**src/rtl/pcs_pkg.sv**
```systemverilog
package pcs_pkg;

  // Width of the software-visible control word and of one channel field.
  localparam int unsigned CTRL_W  = 16;
  localparam int unsigned FIELD_W = 4;

  // How a channel's select is qualified once its address decodes.
  typedef enum logic [1:0] {
    QUAL_OFF  = 2'b00,
    QUAL_RD   = 2'b01,
    QUAL_WR   = 2'b10,
    QUAL_ADDR = 2'b11
  } qual_e;

  // One channel's field, most significant member first.
  typedef struct packed {
    logic  mem_space;  // 1: memory cycles, 0: I/O cycles
    logic  wide;       // 1: device is always 16 bits
    qual_e qual;
  } chan_cfg_t;

endpackage

```
**src/rtl/pcs_cfg_regs.sv**
```systemverilog
module pcs_cfg_regs
  import pcs_pkg::*;
#(
  parameter int unsigned NUM_CH = 2,
  parameter int unsigned ADDR_W = 24,
  parameter int unsigned SEL_W  = 3
) (
  input  logic                           clk_i,
  input  logic                           rtc_rst_i,
  input  logic                           we_i,
  input  logic [SEL_W-1:0]               sel_i,
  input  logic [ADDR_W-1:0]              wdata_i,
  output logic [ADDR_W-1:0]              rdata_o,
  output chan_cfg_t [NUM_CH-1:0]         cfg_o,
  output logic [NUM_CH-1:0][ADDR_W-1:0]  base_o,
  output logic [NUM_CH-1:0][ADDR_W-1:0]  mask_o
);

  localparam int unsigned CFG_BITS = NUM_CH * FIELD_W;
  localparam logic [SEL_W-1:0] CTRL_SEL = '0;

  // Only the implemented field bits are stored; reserved bits have no flop.
  logic [CFG_BITS-1:0] ctrl_q;

  always_ff @(posedge clk_i or posedge rtc_rst_i) begin
    if (rtc_rst_i) begin
      ctrl_q <= '0;
    end else if (we_i && (sel_i == CTRL_SEL)) begin
      ctrl_q <= wdata_i[CFG_BITS-1:0];
    end
  end

  assign cfg_o = ctrl_q;

  for (genvar ch = 0; ch < NUM_CH; ch++) begin : g_win
    localparam logic [SEL_W-1:0] BASE_SEL = SEL_W'(1 + 2 * ch);
    localparam logic [SEL_W-1:0] MASK_SEL = SEL_W'(2 + 2 * ch);

    logic [ADDR_W-1:0] base_q;
    logic [ADDR_W-1:0] mask_q;

    always_ff @(posedge clk_i or posedge rtc_rst_i) begin
      if (rtc_rst_i) begin
        base_q <= '0;
        mask_q <= '0;
      end else if (we_i) begin
        if (sel_i == BASE_SEL) base_q <= wdata_i;
        if (sel_i == MASK_SEL) mask_q <= wdata_i;
      end
    end

    assign base_o[ch] = base_q;
    assign mask_o[ch] = mask_q;
  end

  // Read mux: unassigned selects and reserved bits return zero.
  always_comb begin
    rdata_o = '0;
    if (sel_i == CTRL_SEL) begin
      rdata_o[CFG_BITS-1:0] = ctrl_q;
    end
    for (int ch = 0; ch < NUM_CH; ch++) begin
      if (sel_i == SEL_W'(1 + 2 * ch)) rdata_o = base_o[ch];
      if (sel_i == SEL_W'(2 + 2 * ch)) rdata_o = mask_o[ch];
    end
  end

endmodule

```
**src/rtl/pcs_chan_decode.sv**
```systemverilog
module pcs_chan_decode
  import pcs_pkg::*;
#(
  parameter int unsigned ADDR_W = 24
) (
  input  chan_cfg_t          cfg_i,
  input  logic [ADDR_W-1:0]  base_i,
  input  logic [ADDR_W-1:0]  mask_i,
  input  logic [ADDR_W-1:0]  addr_i,
  input  logic               mem_cyc_i,
  input  logic               rd_n_i,
  input  logic               wr_n_i,
  input  logic               ack16_i,
  output logic               cs_n_o,
  output logic               wide_o
);

  logic addr_hit;
  logic space_ok;
  logic enabled;
  logic decoded;
  logic strobe_ok;

  assign addr_hit = (((addr_i ^ base_i) & mask_i) == '0);
  assign space_ok = (cfg_i.mem_space == mem_cyc_i);
  assign enabled  = (cfg_i.qual != QUAL_OFF);
  assign decoded  = enabled && space_ok && addr_hit;

  always_comb begin
    unique case (cfg_i.qual)
      QUAL_RD:   strobe_ok = !rd_n_i;
      QUAL_WR:   strobe_ok = !wr_n_i;
      QUAL_ADDR: strobe_ok = 1'b1;
      default:   strobe_ok = 1'b0;
    endcase
  end

  // The size decision follows the decode alone; the strobe gates only the select.
  assign cs_n_o = !(decoded && strobe_ok);
  assign wide_o = decoded && (cfg_i.wide || ack16_i);

endmodule

```
**src/rtl/pcs_gen.sv**
```systemverilog
module pcs_gen
  import pcs_pkg::*;
#(
  parameter int unsigned NUM_CH = 2,
  parameter int unsigned ADDR_W = 24,
  parameter int unsigned SEL_W  = $clog2(2 * NUM_CH + 1)
) (
  input  logic               clk_i,
  input  logic               rtc_rst_i,
  input  logic               reg_we_i,
  input  logic [SEL_W-1:0]   reg_sel_i,
  input  logic [ADDR_W-1:0]  reg_wdata_i,
  output logic [ADDR_W-1:0]  reg_rdata_o,
  input  logic [ADDR_W-1:0]  bus_addr_i,
  input  logic               bus_mem_i,
  input  logic               bus_rd_n_i,
  input  logic               bus_wr_n_i,
  input  logic               mem16_n_i,
  input  logic               io16_n_i,
  output logic [NUM_CH-1:0]  cs_n_o,
  output logic               req16_o
);

  chan_cfg_t [NUM_CH-1:0]         cfg_w;
  logic [NUM_CH-1:0][ADDR_W-1:0]  base_w;
  logic [NUM_CH-1:0][ADDR_W-1:0]  mask_w;
  logic [NUM_CH-1:0]              wide_w;
  logic                           ack16_w;

  pcs_cfg_regs #(
    .NUM_CH (NUM_CH),
    .ADDR_W (ADDR_W),
    .SEL_W  (SEL_W)
  ) u_regs (
    .clk_i     (clk_i),
    .rtc_rst_i (rtc_rst_i),
    .we_i      (reg_we_i),
    .sel_i     (reg_sel_i),
    .wdata_i   (reg_wdata_i),
    .rdata_o   (reg_rdata_o),
    .cfg_o     (cfg_w),
    .base_o    (base_w),
    .mask_o    (mask_w)
  );

  // Either device acknowledge widens an 8-bit channel.
  assign ack16_w = !mem16_n_i || !io16_n_i;

  for (genvar ch = 0; ch < NUM_CH; ch++) begin : g_chan
    pcs_chan_decode #(
      .ADDR_W (ADDR_W)
    ) u_dec (
      .cfg_i     (cfg_w[ch]),
      .base_i    (base_w[ch]),
      .mask_i    (mask_w[ch]),
      .addr_i    (bus_addr_i),
      .mem_cyc_i (bus_mem_i),
      .rd_n_i    (bus_rd_n_i),
      .wr_n_i    (bus_wr_n_i),
      .ack16_i   (ack16_w),
      .cs_n_o    (cs_n_o[ch]),
      .wide_o    (wide_w[ch])
    );
  end

  assign req16_o = |wide_w;

endmodule

```
**config.mk**
```make
export PLATFORM = sky130hd
export DESIGN_NAME = pcs_gen
export DESIGN_NICKNAME = d
export VERILOG_FILES = /design/src/rtl/pcs_pkg.sv /design/src/rtl/pcs_cfg_regs.sv /design/src/rtl/pcs_chan_decode.sv /design/src/rtl/pcs_gen.sv
export SDC_FILE = /design/constraint.sdc
export NUM_CORES = 1
export LEC_CHECK = 0
export BUFFER_PORTS_ARGS = -buffer_cell sky130_fd_sc_hd__buf_4
export CAP_MARGIN = 20
export CELL_PAD_IN_SITES_DETAIL_PLACEMENT = 0
export CELL_PAD_IN_SITES_GLOBAL_PLACEMENT = 1
export CORE_MARGIN = 2
export CORE_UTILIZATION = 49
export CTS_CLUSTER_DIAMETER = 50
export CTS_CLUSTER_SIZE = 20
export DETAILED_ROUTE_END_ITERATION = 6
export GPL_TIMING_DRIVEN = 0
export MAX_ROUTING_LAYER = met4
export PLACE_DENSITY = 0.88
export SYNTH_ARGS = -nofsm -noshare
export SYNTH_HDL_FRONTEND = slang
export SYNTH_SLANG_ARGS = --single-unit
```
**constraint.sdc**
```tcl
create_clock -name clk_i -period 4.3 [get_ports clk_i]
set_input_delay 0.215 -clock clk_i [delete_from_list [all_inputs] [get_ports clk_i]]
set_output_delay 0.215 -clock clk_i [all_outputs]
set_load 0.01 [all_outputs]
```
### Word-level counts from Yosys, hierarchy flattened

Cells that the tools add are included.

| cells by class | value |
|---|---|
| eq/ne operators | 12 |
| mux-type cells | 7 |
| bitwise logic cells | 4 |
| reductions and logical operators | 28 |

Operators with widths:

| kind | count |
|---|---|
| $mux W24 | 4 |
| $and A24 B24 Y24 | 2 |
| $logic_not A24 Y1 | 2 |
| $xor A24 B24 Y24 | 2 |
| $logic_and A1 B1 Y1 | 9 |
| $eq A2 B2 Y1 const B | 4 |
| $mux W8 | 1 |
| $reduce_and A2 Y1 | 4 |
| $eq A3 B2 Y1 const B | 2 |
| $logic_not A1 Y1 | 6 |
| $pmux W1 S3 | 2 |
| $eq A2 B1 Y1 const B | 2 |
| $reduce_bool A2 Y1 | 2 |
| $eq A3 B1 Y1 const B | 1 |
| $eq A3 B3 Y1 const B | 1 |
| $logic_not A3 Y1 | 1 |
| $logic_or A1 B1 Y1 | 3 |
| $eq A1 B1 Y1 | 2 |
| $reduce_or A2 Y1 | 1 |

| word-level totals | value |
|---|---|
| output and inout port bits | 27 |
| bits in registers | 104 |

### Logic depth before layout (Yosys ltp)

| depth | value |
|---|---|
| word-level depth | 6 |
| gate-level depth with buffers | 7 |
| depth with buffers taken out | 7 |

### Modules after synthesis

Synthesis repeated with hierarchy kept, for this count alone.

| second synthesis, totals | value |
|---|---|
| cells, all modules | 427 |
| area total of the unflattened synthesis | 5489.0 µm² |

Modules (own cells, without submodules):

| module | cells each | instances | area an instance (µm²) | sequential area each (µm²) |
|---|---|---|---|---|
| pcs_cfg_regs | 329 | 1 | 4720.8 | 2602.5 |
| pcs_chan_decode | 48 | 2 | 379.1 | 0.0 |
| pcs_gen | 2 | 1 | 10.0 | 0.0 |

### Worst setup path after synthesis

No wires, ideal clock.

| timing | value |
|---|---|
| kind | register -> output |
| start point | register u_regs.g_win[1].base_q[4] |
| end point | output port cs_n_o[1] |
| setup slack | 2.404 ns |
| data arrival time | 1.681 ns |
| cell stages (with the launch flop) | 8 |
| path through | dfrtp_1 > xor2_1 > a22o_1 > a221oi_2 > nand3_1 > or3_4 > a21o_2 > buf_4 |

| on the way | value |
|---|---|
| longest elaborated chain between the ends | 6 |

RTL lines:

| item | line | source |
|---|---|---|
| from (decl) | pcs_cfg_regs.sv:39 | `logic [ADDR_W-1:0] base_q;` |
| from (signal assigned) | pcs_cfg_regs.sv:47 | `if (sel_i == BASE_SEL) base_q <= wdata_i;` |
| $xor A24 B24 Y24 | pcs_chan_decode.sv:24 | `assign addr_hit = (((addr_i ^ base_i) & mask_i) == '0);` |
| $and A24 B24 Y24 | pcs_chan_decode.sv:24 |  |
| $logic_not A24 Y1 | pcs_chan_decode.sv:24 |  |
| $logic_and A1 B1 Y1 | pcs_chan_decode.sv:27 | `assign decoded = enabled && space_ok && addr_hit;` |
| $logic_and A1 B1 Y1 | pcs_chan_decode.sv:39 | `assign cs_n_o = !(decoded && strobe_ok);` |
| $logic_not A1 Y1 | pcs_chan_decode.sv:39 |  |
| to (decl) | pcs_gen.sv:20 | `output logic [NUM_CH-1:0] cs_n_o,` |

Every way passes these cells.

### Worst setup path in the final report

| timing | value |
|---|---|
| start point | register u_regs.g_win[0].base_q[2] |
| end point | output port req16_o |

| on the way | value |
|---|---|
| longest elaborated chain between the ends | 6 |

RTL lines:

| item | line | source |
|---|---|---|
| from (decl) | pcs_cfg_regs.sv:39 |  |
| from (signal assigned) | pcs_cfg_regs.sv:47 |  |
| $xor A24 B24 Y24 | pcs_chan_decode.sv:24 |  |
| $and A24 B24 Y24 | pcs_chan_decode.sv:24 |  |
| $logic_not A24 Y1 | pcs_chan_decode.sv:24 |  |
| $logic_and A1 B1 Y1 | pcs_chan_decode.sv:27 |  |
| $logic_and A1 B1 Y1 | pcs_chan_decode.sv:40 | `assign wide_o = decoded && (cfg_i.wide \|\| ack16_i);` |
| $reduce_or A2 Y1 | pcs_gen.sv:66 | `assign req16_o = \|wide_w;` |
| to (decl) | pcs_gen.sv:21 | `output logic req16_o` |

Every way passes these cells.

==> run summary <==
The flow ran to the end, and the final reports show no timing, DRC or antenna violations. The worst hold slack after final layout is 0.0869 ns. The proportion of synthesized flip-flops having asynchronous set or reset is 100%. The minimum period implied by the final worst setup slack came out at 2.69 ns. The global-route wire length before repair came out at 22700 um. Setup repair after global routing left no endpoint under its margin.

The type of the most critical hold path is input port to flip-flop. The worst max-slew margin expressed relative to the limit is 48.8%. The worst path buffer plus inverter count came out at 1. Using the TritonRoute via totals, the vias-per-cell ratio works out to 5.90. The number of antenna diodes came out at 0. The largest driver fanout on the critical path came out at 3. The share of layout cells above drive strength 1 is 41.9%. The clock sink total came out at 104. Detailed routing inserted a total of 4008 vias. For this design the ratio of total power to cell area is 428 nW/um2. STA puts the critical path data required time at 4.09 ns.

The horizontal extent of the die came out at 109 um. The simple-gate area share of the yosys netlist is 3.55%. The leakage power is 2.88 nW. The Yosys warning count is 0.

The total wirelength of the detailed-routed design came out at 14900 um. Of the total synthesized cell area, the portion taken by full adders, half adders and majority gates is 0%. The critical path launch point type is a flip-flop. The overall track demand over capacity in global routing is 26.8%.

The number of synthesized register bits came out at 104. Summing all non-filler instances in the final layout gives an area of 6480 um2. The peak clock frequency supported by timing came out at 0.372 GHz.

The relative area change from synthesis to final layout came out at 19.3%. The category of the worst setup path capture point is an output pin. The most used flip-flop cell after synthesis is sky130_fd_sc_hd__dfrtp_1. The clock latency on the worst-skew pair came out at 0.37 ns.

Prior to clock tree synthesis, the placed netlist has a worst setup slack of 2.04 ns. The slew at the pin with the worst max-slew slack is 0.767 ns. Once the floorplan was initialized, standard cells occupied 50.1% of the core. The die outline area is 11900 um2.

In the routed design, unresolved DRC markers number 0. The final standard cell utilization of the core came out at 59.8%. The number of iterations in the first detailed-routing pass is 5. The worst-case IR drop observed on VDD is 0.000314 V. The number of max-cap violations came out at 0. The post-route non-filler standard cell count came out at 679. The floorplan step set the die height to 109 um. The cell type contributing the most total cell area after synthesis is sky130_fd_sc_hd__dfrtp_1.

The pin count of the biggest net entering global routing came out at 72. The netlist area before placement came out at 5430 um2. The number of I/O pins is 86. Clock tree synthesis selected as its root buffer the cell sky130_fd_sc_hd__clkbuf_8. Post-CTS timing repair inserted 0 buffers for setup. The clock skew after layout is 0 ns. The count of buffers added on input and output ports is 84. The count of placed standard cells including taps is 662. The initial antenna violation count came out at 0. The detail-routed net length per standard cell is 21.9 um.

The number of enable-type register cells in the synthesized netlist is 0. The synthesized netlist devotes 11.7% of its cell area to compound gates. Overall power consumption after layout is estimated at 2.78 mW. The number of endpoints with negative hold slack in the final report is 0. The cell with the most instances after synthesis is sky130_fd_sc_hd__dfrtp_1.

The final-report max-slew violation count is 0. The maximum clock path buffer count came out at 2. Traced cell by cell, the critical path runs through xor2_1 > a222oi_1 > nand4_1 > or3_1 > a22o_1 > o221ai_1 > buf_4.

The clock-pin slew reported for the worst setup and hold paths after clock tree synthesis came out at 0.10 ns. The critical setup path kind is flip-flop to output pin. The share of synthesized area occupied by flip-flops and latches is 47.9%. The global placement routability congestion came out at 0.879. Adding up every negative setup slack in the final design gives 0 ns.

After synthesis, the largest family of logic cells by area is multiplexers. At the worst endpoint, the arrival time is 2.48 ns. By area the synthesized netlist is led by sky130_fd_sc_hd__dfrtp_1 48%, sky130_fd_sc_hd__mux2_2 21%, sky130_fd_sc_hd__xor2_1 7.7%. The number of nets in the synthesized netlist is 495.

The number of antenna-violating nets in the routed design came out at 0. The remaining global-route overflow is 0. The top cell type's share of synthesized area is 47.9%. The number of setup violations in the final report is 0. The total number of placement rows came out at 38.

The number of H-tree levels is 3. The number of global-route vias before repair is 4105. The half-perimeter wire length after placement came out at 10700 um.

After floorplanning, the core was sized to cover 10800 um2. The share of the cycle needed by the critical path after routing is 62.6%. The mux share of post-synthesis cell area is 25.8%.

The commonest cells after synthesis are 104 x sky130_fd_sc_hd__dfrtp_1, 102 x sky130_fd_sc_hd__mux2_2, 48 x sky130_fd_sc_hd__xor2_1, 35 x sky130_fd_sc_hd__a22oi_1. TritonCTS built the clock tree. The total placed instance area is 6270 um2. In the final design database the tool counted 593 nets. In this run, distinct cell masters in the synthesized netlist total 34. The number of DRC markers in iteration 0 came out at 222.

The largest incremental delay on the critical path is 0.48 ns. The average instance area after synthesis is 12.5 um2. The area share of xor/xnor cells in the synthesized design came out at 8.07%. The number of buffers created by CTS is 9.

The cell count after synthesis is 436. The slowest stage of the critical path belongs to the cell sky130_fd_sc_hd__a222oi_1. The smallest setup slack after layout is 1.61 ns. The cell family contributing the most delay on the critical path is compound AO/OA/AOI/OAI gates.
report_power, final:
part           internal, mW  switching [mW]
logic                 0.416           0.340
clock network         0.276           0.346
registers              1.19           0.204
layout make-up:
| class | instances | area, um2 |
|---|---|---|
| clock buffers | 11 | 131 |
| clock inverters | 5 | 65.1 |
| well taps | 140 | 175 |
| flip-flops and latches | 104 | 2600 |
| multi-input cells | 296 | 2670 |
| inverters | 5 | 21.3 |
| fillers | 925 | 4360 |
| repair buffers | 87 | 676 |
| plain buffers | 31 | 140 |
registers in the layout, summed over array words and instances, names as in the netlist:
| signal | cells |
|---|---|
| u_regs.g_win.base_q | 48 |
| u_regs.cfg_o | 8 |
| u_regs.g_win.mask_q | 48 |
path summary, 6_finish.rpt:
path	to	cells past startpoint	slack, ns	from
worst min-delay path	u_regs.g_win[1].base_q[17]	2	0.09	reg_wdata_i[17]
worst max-delay path	req16_o	7	1.61	u_regs.g_win[0].base_q[2]
worst min register to register	u_regs.g_win[0].mask_q[19]	1	0.55	u_regs.g_win[0].mask_q[19]
max in group asynchronous	u_regs.g_win[1].mask_q[21]	4	3.19	rtc_rst_i
min in group asynchronous	u_regs.g_win[1].mask_q[1]	3	0.41	rtc_rst_i
worst max register to register	u_regs.g_win[1].mask_q[17]	1	3.47	u_regs.g_win[1].mask_q[17]
repair_timing:
item,in CTS,in global routing
hold buffers,1,0
resized for setup,0,0
endpoints found under the hold margin,33,0
per-layer routing:
metal | up-vias | track usage [%] | part of all wire [%]
li1 | 1819 | - | -
met1 | 2020 | 34.4 | 43
met2 | 138 | 43.3 | 49
met3 | 31 | 5.50 | 5.8
met4 | 0 | 7.96 | 2.3
met5 | - | - | 0
logic make-up after synthesis:
group	after synthesis
mux	126
flops	104
compound gates	88
buf+inv	36
xor+xnor	50
simple gates	32
cells in the final DEF (no fill, tap or decap), types with 13 or more instances in the layout:
cell type                  synthesis  routed
sky130_fd_sc_hd__dfrtp_1         104     104
sky130_fd_sc_hd__buf_4             2      87
sky130_fd_sc_hd__clkbuf_1         13      15
sky130_fd_sc_hd__xor2_1           48      48
sky130_fd_sc_hd__mux2i_1          23      23
sky130_fd_sc_hd__o22ai_1          23      23
sky130_fd_sc_hd__mux2_2          102     102
sky130_fd_sc_hd__a22oi_1          35      35
sky130_fd_sc_hd__buf_2            13      13
Power figures use the tool's default switching activity.
